$ cat src/rtl/irq_trk_pkg.sv
package irq_trk_pkg;
  typedef enum logic [1:0] {
    ST_IDLE = 2'd0,
    ST_PEND = 2'd1,
    ST_ACT  = 2'd2,
    ST_BOTH = 2'd3
  } line_st_e;
endpackage

$ cat src/rtl/irq_in_sync.sv
module irq_in_sync #(
  parameter int NUM_LINES = 8,
  parameter int STAGES    = 2
) (
  input  logic                 clk,
  input  logic                 rst_n,
  input  logic [NUM_LINES-1:0] raw_i,
  output logic [NUM_LINES-1:0] lvl_o,
  output logic [NUM_LINES-1:0] rise_o
);
  logic [NUM_LINES-1:0] stg_q [STAGES];
  logic [NUM_LINES-1:0] prev_q;

  always_ff @(posedge clk or negedge rst_n) begin
    if (!rst_n) begin
      for (int s = 0; s < STAGES; s++) stg_q[s] <= '0;
      prev_q <= '0;
    end else begin
      stg_q[0] <= raw_i;
      for (int s = 1; s < STAGES; s++) stg_q[s] <= stg_q[s-1];
      prev_q <= stg_q[STAGES-1];
    end
  end

  assign lvl_o  = stg_q[STAGES-1];
  assign rise_o = stg_q[STAGES-1] & ~prev_q;


  rise_after_low_chk: assert property (@(posedge clk) disable iff (!rst_n)
    (rise_o != '0) |=> ((prev_q & $past(rise_o)) == $past(rise_o)));
endmodule

$ cat src/rtl/irq_line_fsm.sv
module irq_line_fsm
  import irq_trk_pkg::*;
(
  input  logic clk,
  input  logic rst_n,
  input  logic is_pulse,
  input  logic lvl,
  input  logic rise,
  input  logic set,
  input  logic clr,
  input  logic enter,
  input  logic leave,
  output logic pend_o,
  output logic act_o
);
  line_st_e st_q, st_d;
  logic     hw_req;
  logic     st_en;

  assign hw_req = is_pulse ? rise : lvl;

  always_comb begin
    st_d = st_q;
    unique case (st_q)
      ST_IDLE: if (set || hw_req) st_d = ST_PEND;
      ST_PEND: begin
        if (enter)
          st_d = (set || (is_pulse && rise)) ? ST_BOTH : ST_ACT;
        else if (clr && !set)
          st_d = (!is_pulse && lvl) ? ST_PEND : ST_IDLE;
      end
      ST_ACT: begin
        if (leave)
          st_d = (set || hw_req) ? ST_PEND : ST_IDLE;
        else if (set || (is_pulse && rise))
          st_d = ST_BOTH;
      end
      ST_BOTH: begin
        if (leave)
          st_d = ST_PEND;
        else if (clr && !set && (is_pulse || !lvl))
          st_d = ST_ACT;
      end
      default: st_d = ST_IDLE;
    endcase
  end

  assign st_en = (st_d != st_q);

  always_ff @(posedge clk or negedge rst_n) begin
    if (!rst_n)     st_q <= ST_IDLE;
    else if (st_en) st_q <= st_d;
  end

  assign pend_o = (st_q == ST_PEND) || (st_q == ST_BOTH);
  assign act_o  = (st_q == ST_ACT)  || (st_q == ST_BOTH);


  enter_moves_act_chk: assert property (@(posedge clk) disable iff (!rst_n)
    (st_q == ST_PEND && enter) |=> act_o);

  pulse_clr_idle_chk: assert property (@(posedge clk) disable iff (!rst_n)
    (is_pulse && st_q == ST_PEND && clr && !set && !enter) |=> (st_q == ST_IDLE));

  both_leave_pend_chk: assert property (@(posedge clk) disable iff (!rst_n)
    (st_q == ST_BOTH && leave) |=> (st_q == ST_PEND));

  level_leave_idle_chk: assert property (@(posedge clk) disable iff (!rst_n)
    (!is_pulse && st_q == ST_ACT && leave && !lvl && !set) |=> (st_q == ST_IDLE));

  level_clr_hold_chk: assert property (@(posedge clk) disable iff (!rst_n)
    (!is_pulse && st_q == ST_PEND && clr && lvl && !enter) |=> pend_o);
endmodule

$ cat src/rtl/irq_low_pick.sv
module irq_low_pick #(
  parameter int NUM_LINES = 8,
  localparam int ID_W = (NUM_LINES > 1) ? $clog2(NUM_LINES) : 1
) (
  input  logic [NUM_LINES-1:0] cand_i,
  output logic                 valid_o,
  output logic [ID_W-1:0]      id_o
);
  always_comb begin
    id_o = '0;
    for (int i = NUM_LINES - 1; i >= 0; i--)
      if (cand_i[i]) id_o = ID_W'(i);
  end
  assign valid_o = |cand_i;


  pick_is_cand_chk: assert final (!valid_o || cand_i[id_o]);
endmodule

$ cat src/rtl/irq_state_tracker.sv
module irq_state_tracker #(
  parameter int NUM_LINES = 8,
  parameter int SYNC_STAGES = 2,
  localparam int ID_W = (NUM_LINES > 1) ? $clog2(NUM_LINES) : 1
) (
  input  logic                 clk,
  input  logic                 rst_n,
  input  logic [NUM_LINES-1:0] irq_in,
  input  logic [NUM_LINES-1:0] line_is_pulse,
  input  logic [NUM_LINES-1:0] line_en,
  input  logic [NUM_LINES-1:0] sw_set,
  input  logic [NUM_LINES-1:0] sw_clr,
  input  logic                 trig_valid,
  input  logic [ID_W-1:0]      trig_id,
  input  logic                 enter_valid,
  input  logic [ID_W-1:0]      enter_id,
  input  logic                 exit_valid,
  input  logic [ID_W-1:0]      exit_id,
  output logic [NUM_LINES-1:0] pend_o,
  output logic [NUM_LINES-1:0] act_o,
  output logic [NUM_LINES-1:0] req_line_o,
  output logic                 req_valid,
  output logic [ID_W-1:0]      req_id
);
  logic [NUM_LINES-1:0] lvl_s, rise_s;

  irq_in_sync #(.NUM_LINES(NUM_LINES), .STAGES(SYNC_STAGES)) u_sync (
    .clk(clk), .rst_n(rst_n), .raw_i(irq_in), .lvl_o(lvl_s), .rise_o(rise_s)
  );

  for (genvar g = 0; g < NUM_LINES; g++) begin : g_line
    logic set_g, enter_g, leave_g;
    assign set_g   = sw_set[g] || (trig_valid && trig_id == ID_W'(g));
    assign enter_g = enter_valid && enter_id == ID_W'(g);
    assign leave_g = exit_valid && exit_id == ID_W'(g) && act_o[g];

    irq_line_fsm u_fsm (
      .clk(clk), .rst_n(rst_n), .is_pulse(line_is_pulse[g]),
      .lvl(lvl_s[g]), .rise(rise_s[g]), .set(set_g), .clr(sw_clr[g]),
      .enter(enter_g), .leave(leave_g),
      .pend_o(pend_o[g]), .act_o(act_o[g])
    );
  end

  assign req_line_o = pend_o & line_en & ~act_o;

  irq_low_pick #(.NUM_LINES(NUM_LINES)) u_pick (
    .cand_i(req_line_o), .valid_o(req_valid), .id_o(req_id)
  );


  set_wins_chk: assert property (@(posedge clk) disable iff (!rst_n)
    (sw_set != '0) |=> ((pend_o & $past(sw_set)) == $past(sw_set)));
endmodule

$ cat config.mk
export PLATFORM = sky130hd
export DESIGN_NAME = irq_state_tracker
export DESIGN_NICKNAME = d
export VERILOG_FILES = /design/src/rtl/irq_trk_pkg.sv /design/src/rtl/irq_in_sync.sv /design/src/rtl/irq_line_fsm.sv /design/src/rtl/irq_low_pick.sv /design/src/rtl/irq_state_tracker.sv
export SDC_FILE = /design/constraint.sdc
export NUM_CORES = 1
export LEC_CHECK = 0
export ABC_CLOCK_PERIOD_IN_PS = 1300
export BUFFER_PORTS_ARGS = -buffer_cell sky130_fd_sc_hd__buf_2
export CORE_ASPECT_RATIO = 1.1
export CORE_UTILIZATION = 43
export CTS_CLUSTER_SIZE = 40
export DETAILED_ROUTE_END_ITERATION = 10
export GPL_ROUTABILITY_DRIVEN = 0
export PLACE_DENSITY = 0.74
export SLEW_MARGIN = 15
export SYNTH_ARGS = -nofsm -noshare
export SYNTH_HDL_FRONTEND = slang
export SYNTH_SLANG_ARGS = --single-unit
$ cat constraint.sdc
create_clock -name clk -period 1.3 [get_ports clk]
set_input_delay 0.13 -clock clk [delete_from_list [all_inputs] [get_ports clk]]
set_output_delay 0.13 -clock clk [all_outputs]
set_load 0.05 [all_outputs]
After elaboration in Yosys (flattened, before gate mapping)
Index checks and enable logic that the tools add are counted.
- flip-flop bits (word level): 40
- latch bits: 0
- memory bits (writable): 0
- memory bits (read-only): 0
- bits of input ports: 54
- output and inout port bits: 28
- logic and storage cells: 321
- memories kept: 0
- add/subtract/negate cells: 0
- $mul: 0
- div/mod/pow operators: 0
- order comparisons: 0
- equal/unequal tests: 53
- shifts and indexed selects: 0
- mux-type cells: 104
- bitwise operators: 5
- reduce and logical (&&, ||, !) cells: 148
- operators with widths (cell ; number):
    $mux W2 ; 56
    $logic_and A1 B1 Y1 ; 64
    $pmux W2 S4 ; 8
    $logic_or A1 B1 Y1 ; 48
    $eq A3 B3 Y1 const B ; 12
    $eq A2 B2 Y1 const B ; 16
    $mux W1 ; 32
    $and A8 B8 Y8 ; 3
    $logic_not A1 Y1 ; 24
    $mux W3 ; 8
    $eq A3 B2 Y1 const B ; 6
    $eq A2 B1 Y1 const B ; 8
    $logic_not A2 Y1 ; 8
    $ne A2 B2 Y1 ; 8
    $not A8 Y8 ; 2
    $eq A3 B1 Y1 const B ; 3
    $logic_not A3 Y1 ; 3
    $reduce_or A8 Y1 ; 1

Depth between registers and ports, before layout
Gate-level depths: netlist (run 1).
- depth after elaboration: 12
- depth in mapped cells: 5

Modules after synthesis
From an unflattened synthesis (run 1), not the netlist that was laid out.
- cell total of the unflattened synthesis: 242
- area total of the unflattened synthesis: 2322.2 µm²
- by module, submodules not included (module ; times used ; cells each ; area an instance (µm²) ; sequential area each (µm²)):
    irq_line_fsm at g_line[0].u_fsm ... ; 7 ; 17 ; 145.1 ; 50.0
    irq_in_sync ; 1 ; 40 ; 770.7 ; 600.6
    irq_state_tracker ; 1 ; 54 ; 302.8 ; 0.0
    irq_line_fsm at g_line[4].u_fsm ; 1 ; 16 ; 151.4 ; 50.0
    irq_low_pick ; 1 ; 13 ; 81.3 ; 0.0

Worst setup path before layout (run 1)
Ideal clock, no wire load.
- path type: register to output
- start: register g_line[6].u_fsm.st_q[1]
- end: output req_id[2]
- arrival: 2.632 ns
- required time: 1.170 ns
- path slack: -1.462 ns
- cell stages (with the launch flop): 5
- path buffers: 0
- cell sequence: dfrtp_1 > and3b_1 > nand2b_1 > nor3_1 > nor4_1
- cells in the longest elaborated chain, start to end: 11
- RTL lines (element ; RTL line ; source):
    start: declaration ; irq_line_fsm.sv:16 ; line_st_e st_q, st_d;
    start signal: assignment ; irq_line_fsm.sv:52 ; else if (st_en) st_q <= st_d;
    $eq A2 B1 Y1 (tied with other cells) ; irq_line_fsm.sv:55 ; assign pend_o = (st_q == ST_PEND) || (st_q == ST_BOTH);
    $logic_or A1 B1 Y1, on equally long branches ; irq_line_fsm.sv:55, irq_line_fsm.sv:56 ;
    $and A8 B8 Y8 / $not A8 Y8 (equally long branches) ; irq_state_tracker.sv:45 ; assign req_line_o = pend_o & line_en & ~act_o;
    $and A8 B8 Y8 * ; irq_state_tracker.sv:45 ;
    named net req_line_o[6] ; irq_state_tracker.sv:21 ; output logic [NUM_LINES-1:0] req_line_o,
    $mux W3 * (7 in series) ; irq_low_pick.sv:12 ; if (cand_i[i]) id_o = ID_W'(i);
    end: declaration ; irq_state_tracker.sv:23 ; output logic [ID_W-1:0] req_id
Mark *: on every way through the listed nets, which the timed path passes. The rest lies on a longest branch.

Final worst setup path (run 1)
- start: register g_line[6].u_fsm.st_q[0]
- end: output req_valid
- cells in the longest elaborated chain, start to end: 5
- RTL lines (element ; RTL line ; source):
    $eq A2 B1 Y1 (tied with other cells) ; irq_line_fsm.sv:55 ;
    $logic_or A1 B1 Y1, on equally long branches ; irq_line_fsm.sv:55, irq_line_fsm.sv:56 ;
    $and A8 B8 Y8 / $not A8 Y8 (equally long branches) ; irq_state_tracker.sv:45 ;
    $and A8 B8 Y8 * ; irq_state_tracker.sv:45 ;
    $reduce_or A8 Y1 * ; irq_low_pick.sv:14 ; assign valid_o = |cand_i;
    end: declaration ; irq_state_tracker.sv:22 ; output logic req_valid,
Every way passes the cells marked *; elsewhere a longest branch is shown, timed or not.

==> results.cfg, run 1 <==
[logic_synthesis]
syn_inst = 227
synth_flop_cell = dfrtp_1
synth_cell_types = 45
syn-num-nets = 281
synth-seq-cells = 40
avgSynthCellArea_sq_um = 9.51
synth_edf_count = 0
yosysWarningCount = 0
async_flop_share_pct = 100
ys_seq_area_share_pct = 46.3
synth.cell_area_sq_um = 2160

[detailed_routing]
wl_per_cell_um = 14.5
wl_um = 5610
dr_total_vias = 2080
drc = 0
drt_first_pass_iters = 4
drtIter0Drc = 87
viasPerCell = 5.37
antenna_left = 0

[pwr]
p_seq_share_pct = 30.8
internal_power_uw = 2810
power_frac_comb_pct = 51.7
power.density_nw_per_um2 = 1510
leakage_uw = 0.00148
swShare_pct = 41.5
power.total_uw = 4810
p_clk_share_pct = 17.5
ir_drop_mv = 0.857
switchingPower_uw = 1990

[worst_setup_path]
cp.required_ns = 1.17
cp_slowest_cell = dfrtp_1
path_class = reg2out
crit_buf_inv = 1
cpLargestDelayFamily = simple AND/OR/NAND/NOR gates
regToRegStartpoint = g_line[1].u_fsm.st_q[1]
reg2reg_slack_ns = -0.12
crit_chain = and3b_2 -> nand2b_4 -> nor3_4 -> nand4_1 -> buf_6
critPathLaunchType = flop
crit_path_start = g_line[6].u_fsm.st_q[0]
path_depth = 5
slowest_delay_ns = 0.37
arrival_ns = 1.57
worstPathMaxFanout = 3
end_kind = output port
worstSetupEndpoint = req_valid
reg2reg_depth = 5
r2r_end = g_line[1].u_fsm.st_q[0]

[finish]
seq_area_sq_um = 1000
multiInputGateArea_sq_um = 1040
fillerInstances = 367
synthToLayoutAreaGrowth_pct = 47.6
nets = 384
diodes = 0
drive_above_1_share_pct = 48.3

[die]
core_area_sq_um = 4750
die_area_sq_um = 5310
die_height_um = 76.3
rows = 26
start_util_pct = 45.5
die_x_um = 69.6
ios = 82

[sta]
final.setup.tns_ns = -2.17
setup_viol = 12
slew_violations = 0
min_period_ns = 1.70
fin_crit_sh_pct = 131
rsz0062_at_grt = true
worst_pin_slew_ns = 0.468
fmax_ghz = 0.588
max-slew-margin-rel_pct = 68.4
setup_slack_ns = -0.399
finalHoldViolCount = 0
skew_ns = 0.00561

[clocking]
cts_made_buffers = 5
htree_num_levels = 2
cts_tree = yes
clockRootBuffer = clkbuf_8
clk-insertion-delay-late_ns = 0.29
clock-sinks = 40
clock_path_buffers = 2
clk_pin_slew_ns = 0.07

[status]
status = finished, violations left
violations = setup timing

[global_route]
grt.total_usage_pct = 22.2
antenna_found_initial = 0
grt_overflow = 0
grt_max_degree = 41
grt_first_pass_wirelength_um = 9380
grt_pass1_vias = 2033

[job]
maxCapViolations = 0

[hold_path]
hp-class = in2reg

[placed_design]
hpwlAfterDp_um = 4130
io_buffers = 81
-- synth_stat cells (2+ instances only) --
cell	instances	share of area, %
dfrtp_1	40	46
o21ai_0	18	4.2
buf_4	16	5.6
clkbuf_1	16	2.8
nand2_1	16	2.8
inv_1	14	2.4
nand2b_1	12	3.5
a21oi_1	7	1.6
a31oi_1	6	1.7
nand3b_1	6	2.1
nor3_1	6	1.4
and4b_1	5	2.3
nor2_1	5	0.87
o22ai_1	5	1.4
and4bb_2	4	2.3
a211oi_1	3	1.0
a31o_2	3	1.2
and3_1	3	0.87
nand3_1	3	0.70
nand4_1	3	0.87
nand4b_1	3	1.2
nor2b_1	3	0.87
nor4_1	3	0.87
o21a_1	3	1.0
a21boi_0	2	0.70
nor4b_1	2	0.81
or4_1	2	0.70
-- stage by stage --
stage	instances	hold slack [ns]	setup slack, ns	area (sq um)	util [%]
floorplan	227	-0.166	-0.453	2230	-
global placement	365	0.117	-0.291	2790	58.6
detailed placement	365	0.115	-0.293	2790	58.6
CTS	382	0.0400	-0.377	3100	65.3
global route	387	0.0418	-0.471	3190	67.1
finish	387	0.0414	-0.399	3190	67.1
-- worst min-delay path: stages --
cell and delay (ns):
buf_2 0.08, a21oi_1 0.04, nand3_1 0.05
-- worst min path at each step --
| stage | from | to | slack [ns] | depth (start not counted) |
|---|---|---|---|---|
| after floorplan | rst_n | g_line[0].u_fsm.st_q[0] | -0.17 | 0 |
| after global placement | rst_n | g_line[1].u_fsm.st_q[1] | 0.12 | 2 |
| after CTS | sw_set[0] | g_line[0].u_fsm.st_q[0] | 0.04 | 3 |
| final | sw_set[0] | g_line[0].u_fsm.st_q[0] | 0.04 | 3 |
| after detailed placement | rst_n | g_line[1].u_fsm.st_q[0] | 0.11 | 2 |
| after global routing | sw_set[0] | g_line[0].u_fsm.st_q[0] | 0.04 | 3 |
-- power groups by stage --
stage	clock (uW)	combinational, uW	sequential [uW]
after floorplan	0	1580	1530
after detailed placement	0	2130	1490
after global placement	0	2110	1490
after global routing	917	2630	1500
after CTS	864	2360	1470
final	841	2480	1480
-- placed cells by master (no fill, tap or decap), types with 2 or more instances in the layout --
cell           instances
buf_2                 68
buf_8                  6
inv_6                  2
clkbuf_8               6
buf_6                 11
a31oi_1                5
or4_4                  2
nand4b_1               3
a21boi_0               2
a21oi_1                6
nand3b_1               6
dfrtp_1               40
and4b_1                5
nand4_1                3
inv_2                  3
clkinv_2               2
and4bb_2               4
o22ai_1                5
o21ai_0               14
and3_4                 2
nor3_1                 5
nor4_1                 2
nand3_1                2
buf_4                 32
nand2_1               15
nor2b_1                3
nand2b_1              11
nor2_1                 4
dlygate4sd3_1          9
nor4b_1                2
inv_1                  7
a31o_2                 3
o21ai_1                3
o21a_1                 3
-- logic make-up after synthesis --
logic type             count (synthesis)  share of synthesized area [%]
and+or+nand+nor                       82                           24.9
AOI/OAI and AO/OA                     58                           17.6
buffers and inverters                 46                           10.8
DFF                                   40                           46.3
muxes                                  1                          0.464
-- routing by layer --
| metal | vias to the layer above | share of wire, % | GRT usage, % |
|---|---|---|---|
| met5 | - | 0 | 0 |
| met2 | 89 | 49 | 37.6 |
| met1 | 969 | 44 | 28.0 |
| met3 | 7 | 5.8 | 5.69 |
| met4 | 0 | 1.4 | 6.33 |
| li1 | 1015 | - | - |
-- flip-flops by register name, indices dropped and copies added (netlist names) --
| name | cells |
|---|---|
| u_sync.lvl_o | 8 |
| u_sync.stg_q | 8 |
| u_sync.prev_q | 8 |
| g_line.u_fsm.st_q | 16 |
-- repair_timing --
action / in CTS / in global routing
pin swaps: 13 / 5
endpoints found under the hold margin: 48 / 0
endpoints found under the setup margin: 15 / 16
setup buffers: 1 / 5
resized for setup: 49 / 13
hold buffers: 9 / 0
-- area by class of cell --
cell class                      count  share of cell area, %
Timing Repair Buffer              128                   28.6
Tap cell                           56                   2.20
Sequential cell                    40                   31.4
Inverter                           14                   2.16
Clock inverter                      2                  0.314
Clock buffer                        6                   2.59
Multi-Input combinational cell    141                   32.7
Note: power is estimated with default switching activity, not from simulation.
==> run 2: changes to the inputs <==
==> constraint.sdc (replaced) <==
create_clock -name clk -period 1.3 [get_ports clk]
set_input_delay 0.26 -clock clk [delete_from_list [all_inputs] [get_ports clk]]
set_output_delay 0.26 -clock clk [all_outputs]
set_load 0.05 [all_outputs]
==> results.cfg, run 2 (synthesis gave the netlist of run 1 again) <==
[detailed_routing]
drt_first_pass_iters = 4
viasPerCell = 5.50
dr_total_vias = 2140
wl_per_cell_um = 15.2
drc = 0
drtIter0Drc = 73
wl_um = 5900
antenna_left = 0

[pwr]
ir_drop_mv = 0.849
power.density_nw_per_um2 = 1530
power.total_uw = 5100
leakage_uw = 0.00155

[die]
start_util_pct = 45.5
die_x_um = 69.6
die_height_um = 76.3
die_area_sq_um = 5310
ios = 82
core_area_sq_um = 4750
rows = 26

[clocking]
htree_num_levels = 2
cts_tree = yes
clock-sinks = 40
clk_pin_slew_ns = 0.08
clk-insertion-delay-late_ns = 0.28
cts_made_buffers = 5
clockRootBuffer = clkbuf_8
clock_path_buffers = 2

[worst_setup_path]
reg2reg_depth = 6
regToRegStartpoint = g_line[1].u_fsm.st_q[1]
crit_path_start = g_line[5].u_fsm.st_q[1]
cp.required_ns = 1.04
cp_slowest_cell = dfrtp_1
path_class = reg2out
crit_buf_inv = 2
worstPathMaxFanout = 2
crit_chain = nand3b_1 -> buf_4 -> o21ai_2 -> a211oi_2 -> a211oi_4 -> buf_6
critPathLaunchType = flop
reg2reg_slack_ns = -0.24
arrival_ns = 1.58
worstSetupEndpoint = req_id[0]
slowest_delay_ns = 0.38
r2r_end = g_line[1].u_fsm.st_q[0]
cpLargestDelayFamily = flip-flops
end_kind = output port
path_depth = 6

[global_route]
antenna_found_initial = 0
grt_overflow = 0
grt_max_degree = 41
grt_pass1_vias = 2051
grt.total_usage_pct = 22.7
grt_first_pass_wirelength_um = 9550

[sta]
slew_violations = 0
finalHoldViolCount = 0
skew_ns = 0.00314
max-slew-margin-rel_pct = 72.8
setup_slack_ns = -0.545
fin_crit_sh_pct = 142
setup_viol = 15
min_period_ns = 1.84
fmax_ghz = 0.542
worst_pin_slew_ns = 0.402
rsz0062_at_grt = true

[finish]
stdcell_count = 389
final_cell_mix = buf_2, buf_4, dfrtp_1, buf_6, nand2_1
largest-register = g_line.u_fsm.st_q
final_util_pct = 70.0
drive_above_1_share_pct = 53.2
largest_reg_flops = 16
nets = 386
synthToLayoutAreaGrowth_pct = 54.0
diodes = 0
mostFrequentLayoutCell = buf_2

[placed_design]
hpwlAfterDp_um = 4430
placed_cells = 373
place_ws_ns = -0.393
io_buffers = 81

[status]
violations = setup timing
status = finished, violations left

[hold_path]
hp-class = in2reg

[job]
maxCapViolations = 0
-- run 2: changes by cell type in the layout (fill, tap and decap cells not counted), sizes merged --
cell	delta
buf	+10
dlygate4sd3	-8
-- run 2: per-layer routing --
layer	vias to the layer above	wire length [um]	track usage, %
met5	-	0	0
met3	15	231	3.57
met4	0	150	8.57
li1	1022	-	-
met2	68	3000	39.1
met1	1035	2520	28.6
-- run 2: how the worst min path moves through the flow --
stage                     slack [ns]  startpoint  cells after the start                       to
after floorplan                -0.04       rst_n                      0  g_line[0].u_fsm.st_q[0]
after global placement          0.24       rst_n                      2          u_sync.stg_q[9]
after detailed placement        0.25       rst_n                      2          u_sync.lvl_o[0]
after CTS                       0.07   irq_in[1]                      1          u_sync.stg_q[9]
after global routing            0.07   irq_in[3]                      1         u_sync.stg_q[11]
final                           0.07   irq_in[1]                      1          u_sync.stg_q[9]
-- run 2: stage by stage --
step	hold slack, ns	area [sq um]	TNS [ns]
5_1_grt	0.0676	3330	-4.80
3_3_place_gp	0.244	2850	-2.26
4_1_cts	0.0651	3200	-3.81
3_5_place_dp	0.249	2850	-2.64
2_1_floorplan	-0.0356	2230	-2.14
6_report	0.0728	3330	-3.82
-- run 2: repair_timing --
item                                    CTS  global route
resized for setup                        68            45
pin swaps                                15             9
hold endpoints to repair                 40             0
hold buffers                              1             0
buffers inserted                          9             8
endpoints found under the setup margin   20            29
-- run 2: area by class of cell --
type	instances	area, sq um
fill	355	1420
multi-input combinational	141	1080
timing repair buffer	130	1020
sequential	40	1000
clock buffer	6	82.6
tap	56	70.1
inverter	14	61.3
clock inverter	2	10.0
-- run 2: report_power, final --
group | internal [uW] | switching [uW] | leakage, uW
Clock | 424 | 428 | 0.0000510
Sequential | 1390 | 86.5 | 0.000459
Combinational | 1210 | 1560 | 0.00104
